`config.mk`:
```
export PLATFORM = sky130hd
export DESIGN_NAME = tgt_reset_action
export DESIGN_NICKNAME = d
export VERILOG_FILES = /design/src/rtl/tgt_reset_pkg.sv /design/src/rtl/tgt_rst_decode.sv /design/src/rtl/tgt_rst_escalate.sv /design/src/rtl/tgt_rst_quiesce.sv /design/src/rtl/tgt_reset_action.sv
export SDC_FILE = /design/constraint.sdc
export NUM_CORES = 1
export LEC_CHECK = 0
export BUFFER_PORTS_ARGS = -buffer_cell sky130_fd_sc_hd__buf_2
export CAP_MARGIN = 25
export CORE_MARGIN = 3
export CORE_UTILIZATION = 40
export CTS_CLUSTER_DIAMETER = 100
export DETAILED_ROUTE_END_ITERATION = 8
export GPL_ROUTABILITY_DRIVEN = 0
export PLACE_DENSITY_LB_ADDON = 0.1
export SYNTH_ARGS = -nofsm -noshare
export SYNTH_HDL_FRONTEND = slang
export SYNTH_SLANG_ARGS = --single-unit
```
`constraint.sdc`:
```
create_clock -name clk -period 1.65 [get_ports clk]
set_input_delay 0.33 -clock clk [delete_from_list [all_inputs] [get_ports clk]]
set_output_delay 0.33 -clock clk [all_outputs]
set_load 0.005 [all_outputs]
```
`src/rtl/tgt_reset_pkg.sv`:
```
package tgt_reset_pkg;

    localparam int BYTE_W = 8;

    localparam logic [BYTE_W-1:0] CODE_NONE   = 8'h00;
    localparam logic [BYTE_W-1:0] CODE_MODULE = 8'h01;
    localparam logic [BYTE_W-1:0] CODE_DEVICE = 8'h02;
    localparam logic [BYTE_W-1:0] CODE_EMPTY  = 8'hFF;

    typedef enum logic [1:0] {
        ACT_NONE   = 2'd0,
        ACT_MODULE = 2'd1,
        ACT_DEVICE = 2'd2
    } act_e;

    typedef enum logic [1:0] {
        ESC_HOLD = 2'd0,
        ESC_INC  = 2'd1,
        ESC_CLR  = 2'd2
    } esc_op_e;

endpackage

```
`src/rtl/tgt_rst_decode.sv`:
```
module tgt_rst_decode
    import tgt_reset_pkg::*;
#(
    parameter int ESC_LIMIT = 2,
    parameter int CNT_W     = 2
) (
    input  logic [BYTE_W-1:0] byte_i,
    input  logic [CNT_W-1:0]  cnt_i,
    output act_e              action_o,
    output esc_op_e           esc_op_o
);

    always_comb begin
        action_o = ACT_NONE;
        esc_op_o = ESC_CLR;
        if (byte_i == CODE_EMPTY) begin
            // unaccompanied pattern: escalate up to the limit
            if ((int'(cnt_i) + 1) >= ESC_LIMIT) begin
                action_o = ACT_DEVICE;
                esc_op_o = ESC_CLR;
            end else begin
                action_o = ACT_MODULE;
                esc_op_o = ESC_INC;
            end
        end else if (byte_i == CODE_MODULE) begin
            action_o = ACT_MODULE;
        end else if (byte_i == CODE_DEVICE) begin
            action_o = ACT_DEVICE;
        end else begin
            // CODE_NONE and every unassigned value: no action
            action_o = ACT_NONE;
        end
    end

endmodule

```
`src/rtl/tgt_rst_escalate.sv`:
```
module tgt_rst_escalate
    import tgt_reset_pkg::*;
#(
    parameter int CNT_W = 2
) (
    input  logic             clk,
    input  logic             rst_n,
    input  logic             fire_i,
    input  esc_op_e          op_i,
    output logic [CNT_W-1:0] cnt_o
);

    logic [CNT_W-1:0] cnt_d, cnt_q;

    always_comb begin
        cnt_d = cnt_q;
        if (fire_i) begin
            case (op_i)
                ESC_INC: cnt_d = cnt_q + 1'b1;
                ESC_CLR: cnt_d = '0;
                default: cnt_d = cnt_q;
            endcase
        end
    end

    always_ff @(posedge clk or negedge rst_n) begin
        if (!rst_n) cnt_q <= '0;
        else        cnt_q <= cnt_d;
    end

    assign cnt_o = cnt_q;

endmodule

```
`src/rtl/tgt_rst_quiesce.sv`:
```
module tgt_rst_quiesce (
    input  logic clk,
    input  logic rst_n,
    input  logic enter_i,
    input  logic bus_idle_i,
    output logic quiet_o
);

    logic quiet_d, quiet_q;

    always_comb begin
        quiet_d = quiet_q;
        if (enter_i) begin
            // idle seen in the issuing cycle does not count
            quiet_d = 1'b1;
        end else if (quiet_q && bus_idle_i) begin
            quiet_d = 1'b0;
        end
    end

    always_ff @(posedge clk or negedge rst_n) begin
        if (!rst_n) quiet_q <= 1'b0;
        else        quiet_q <= quiet_d;
    end

    assign quiet_o = quiet_q;

endmodule

```
`src/rtl/tgt_reset_action.sv`:
```
module tgt_reset_action
    import tgt_reset_pkg::*;
#(
    parameter int ESC_LIMIT = 2
) (
    input  logic              clk,
    input  logic              rst_n,
    input  logic              cfg_wr_valid,
    input  logic [BYTE_W-1:0] cfg_wr_byte,
    input  logic              rst_pattern,
    input  logic              bus_idle,
    input  logic              irq_clear,
    output logic [BYTE_W-1:0] action_byte,
    output logic              module_reset_req,
    output logic              device_reset_req,
    output logic              target_quiesced,
    output logic              rst_irq
);

    localparam int CNT_W = (ESC_LIMIT < 2) ? 1 : $clog2(ESC_LIMIT + 1);

    typedef struct packed {
        logic [BYTE_W-1:0] def_byte;
        logic              mod_req;
        logic              dev_req;
        logic              irq;
    } ctl_t;

    ctl_t              ctl_d, ctl_q;
    logic [CNT_W-1:0]  esc_cnt;
    act_e              act;
    esc_op_e           esc_op;
    logic              quiet;

    tgt_rst_decode #(
        .ESC_LIMIT (ESC_LIMIT),
        .CNT_W     (CNT_W)
    ) u_dec (
        .byte_i   (ctl_q.def_byte),
        .cnt_i    (esc_cnt),
        .action_o (act),
        .esc_op_o (esc_op)
    );

    tgt_rst_escalate #(
        .CNT_W (CNT_W)
    ) u_esc (
        .clk    (clk),
        .rst_n  (rst_n),
        .fire_i (rst_pattern),
        .op_i   (esc_op),
        .cnt_o  (esc_cnt)
    );

    tgt_rst_quiesce u_quiet (
        .clk        (clk),
        .rst_n      (rst_n),
        .enter_i    (rst_pattern && (act == ACT_MODULE)),
        .bus_idle_i (bus_idle),
        .quiet_o    (quiet)
    );

    always_comb begin
        ctl_d         = ctl_q;
        ctl_d.mod_req = 1'b0;
        ctl_d.dev_req = 1'b0;
        if (rst_pattern) begin
            // decode uses the byte held before this cycle; any write now is dropped
            ctl_d.mod_req  = (act == ACT_MODULE);
            ctl_d.dev_req  = (act == ACT_DEVICE);
            ctl_d.def_byte = CODE_EMPTY;
            ctl_d.irq      = 1'b1;
        end else begin
            if (cfg_wr_valid && !quiet) begin
                ctl_d.def_byte = cfg_wr_byte;
            end
            if (irq_clear) begin
                ctl_d.irq = 1'b0;
            end
        end
    end

    always_ff @(posedge clk or negedge rst_n) begin
        if (!rst_n) begin
            ctl_q.def_byte <= CODE_EMPTY;
            ctl_q.mod_req  <= 1'b0;
            ctl_q.dev_req  <= 1'b0;
            ctl_q.irq      <= 1'b0;
        end else begin
            ctl_q <= ctl_d;
        end
    end

    assign action_byte      = ctl_q.def_byte;
    assign module_reset_req = ctl_q.mod_req;
    assign device_reset_req = ctl_q.dev_req;
    assign target_quiesced  = quiet;
    assign rst_irq          = ctl_q.irq;

endmodule

```
==> impl_metrics.yaml <==
layout:
  fillers: 116
  num_antenna_cells: 0
  drive_above_1_share: 0.524
  syn_to_final_growth_pct: 29.9
  num-nets-final: 98
clocking:
  cts_made_buffers: 3
  cts.sinks: 14
  clock_path_buffers: 2
  clockRootBuffer: "clkbuf_4"
  clk_pin_slew_ps: 80
  htree_levels: 1
  cts_tree: "done"
  clkLatencyLatePin_ps: 270
yosys:
  synth_seq_cells: 14
  ys_top_cells_by_area: "dfstp_2 33%, dfrtp_1 24%, mux2i_1 13%, nand2_1 5.3%, or4_4 3.5%"
  ys_warn_count: 0
  ys_seq_area_frac: 0.566
  synthCells: 53
  synth_area_per_cell_um2: 12.0
  synthesis.area_um2: 637
  synth.net_count: 68
  synth_top_area_share: 0.330
  synth_top_area_cell: "dfstp_2"
  synth_cell_type_count: 19
route:
  vias: 503
  drt_iter0_drc: 5
  wirelength_mm: 1.27
  wl_per_cell_um: 13.0
  antenna_left: 0
  viasPerCell: 5.19
  drc: 0
  firstDrtPassIters: 3
sta:
  period_needed_ps: 1610
  tns_ps: 0
  setup_violations: 0
  fin_worst_skew_ps: 1.33
  setup_ws_ps: 39.4
  fin_crit_sh: 0.976
  rsz0062_at_grt: "no"
  tightest_slew_ps: 448
  clock.fmax_ghz: 0.621
  finalHoldViolations: 0
  relSlewSlack: 0.699
  slew_viol_final: 0
  timing.hold.ws_ps: 231
critical_path:
  worst_setup_path_end_kind: "flip-flop"
  path_buf_inv: 0
  crit_path_frequent_cell: "or4_4"
  worst_setup_path_start_kind: "flip-flop"
  r2r_cells: 3
  path_depth: 3
  path_max_fanout: 4
  worstSetupPathType: "reg -> reg"
  critPathMaxStageDelay_ps: 540
  cpMaxStageDelayCell: "or4_4"
  cp_cell_sequence: "or4_4 > or4_4 > a211oi_2"
  required_ps: 1840
  crit_family: "simple AND/OR/NAND/NOR gates"
  cp.arrival_ps: 1800
power:
  p_clk_frac: 0.262
  p_int_uw: 663
  vdd_drop_max_mv: 0.546
  comb_power_share: 0.248
  p_switching_uw: 246
  leakagePower_uw: 0.000398
  switching_share: 0.270
  powerDensity_nw_per_um2: 1100
  fin_total_pwr_uw: 909
  p_seq_frac: 0.491
job:
  maxCapViolCount: 0
global_routing:
  grt_pass1_vias: 502
  grtUsageTotal: 0.148
  grt_max_degree: 15
  grt.overflow.total: 0
  grt_pass1_wl_mm: 2.19
  antenna_found_initial: 0
min_path:
  worst_hold_path.num_cells: 2
  hold_class: "in -> reg"
floorplanning:
  die_y_um: 45.9
  rows: 13
  die_w_um: 45.9
  start_util: 0.455
  die-area_um2: 2110
  core_area_um2: 1400
  io-pin-count: 26
status:
  run_status: "complete, no violations"
place:
  hpwl_um: 940
  dpl_worst_slack_ps: 22.1
  port_buffers: 25
-- metal layers --
layer | vias to the layer above | GRT usage | part of all wire
li1 | 250 | - | -
met1 | 228 | 0.213 | 0.47
met2 | 23 | 0.214 | 0.43
met3 | 2 | 0.0237 | 0.086
met4 | 0 | 0.0682 | 0.015
met5 | - | 0 | 0
-- cells in the final DEF, fill, tap and decap left out, drive strengths merged, types with 2 or more instances in the layout --
cell type and n:
nand2 9, mux2i 8, or4 2, dfrtp 6, inv 4, dfstp 8
nor2b 2, clkbuf 4, buf 26, nand4 2
-- stage by stage --
step           cell area [um2]   util  cells
3_3_place_gp               781  0.558     92
2_1_floorplan              637      -     53
5_1_grt                    827  0.591     97
6_report                   827  0.591     97
4_1_cts                    827  0.591     97
3_5_place_dp               781  0.558     92
-- sequential cells by signal, summed over array words and instances (netlist names) --
| name | flops |
|---|---|
| u_quiet.quiet_o | 1 |
| action_byte | 8 |
| u_esc.cnt_o | 2 |
| device_reset_req | 1 |
| module_reset_req | 1 |
| rst_irq | 1 |
-- cells by family (layout without fill, tap and decap cells) --
kind of cell	after synthesis	in the layout	share of synthesized area
compound gates	5	5	0.0707
fa+ha+maj	1	1	0.0196
mux	9	9	0.143
flops	14	14	0.566
simple gates	18	18	0.165
buf+inv	6	35	0.0354
-- Yosys cell counts, drive strengths merged --
cell    number
a211oi       1
a22o         1
a311o        1
a31o         1
clkbuf       2
dfrtp        6
dfstp        8
ha           1
inv          4
mux2         1
mux2i        8
nand2        9
nand4        2
nor2b        2
nor3         1
nor4         1
o21ai        1
or3          1
or4          2
-- path summary, 6_finish.rpt --
check / from / end / slack (ps)
max reg2reg: action_byte[7] / device_reset_req / 40
max: action_byte[7] / device_reset_req / 40
min: irq_clear / rst_irq / 230
min in group asynchronous: rst_n / device_reset_req / 480
min reg2reg: rst_irq / rst_irq / 520
max in group asynchronous: rst_n / action_byte[3] / 890
-- area by class of cell --
type	instances	area, um2	area share
Clock buffer	4	36.3	0.0439
Inverter	4	15.0	0.0182
Multi-Input combinational cell	33	254	0.307
Sequential cell	14	360	0.436
Tap cell	15	18.8	0.0227
Timing Repair Buffer	27	143	0.172
-- worst reg2reg max path, stage by stage (launching register included) --
cell and delay (ps):
dfstp_2 390, or4_4 540, or4_4 430, a211oi_2 180
-- repair_timing --
action | 4_1_cts | 5_1_grt
setup endpoints to repair | 0 | 1
resized for setup | 0 | 0
endpoints found under the hold margin | 6 | 0
hold buffers | 1 | 0
buffers inserted | 0 | 0
-- power by group through the flow --
stage          Clock, uW  Combinational (uW)  Sequential, uW
4_1_cts              250                 231             446
3_3_place_gp           0                 223             449
5_1_grt              272                 256             455
6_report             238                 225             446
3_5_place_dp           0                 228             453
2_1_floorplan          0                 136             451
No activity file was read; power rests on OpenSTA's default activity.
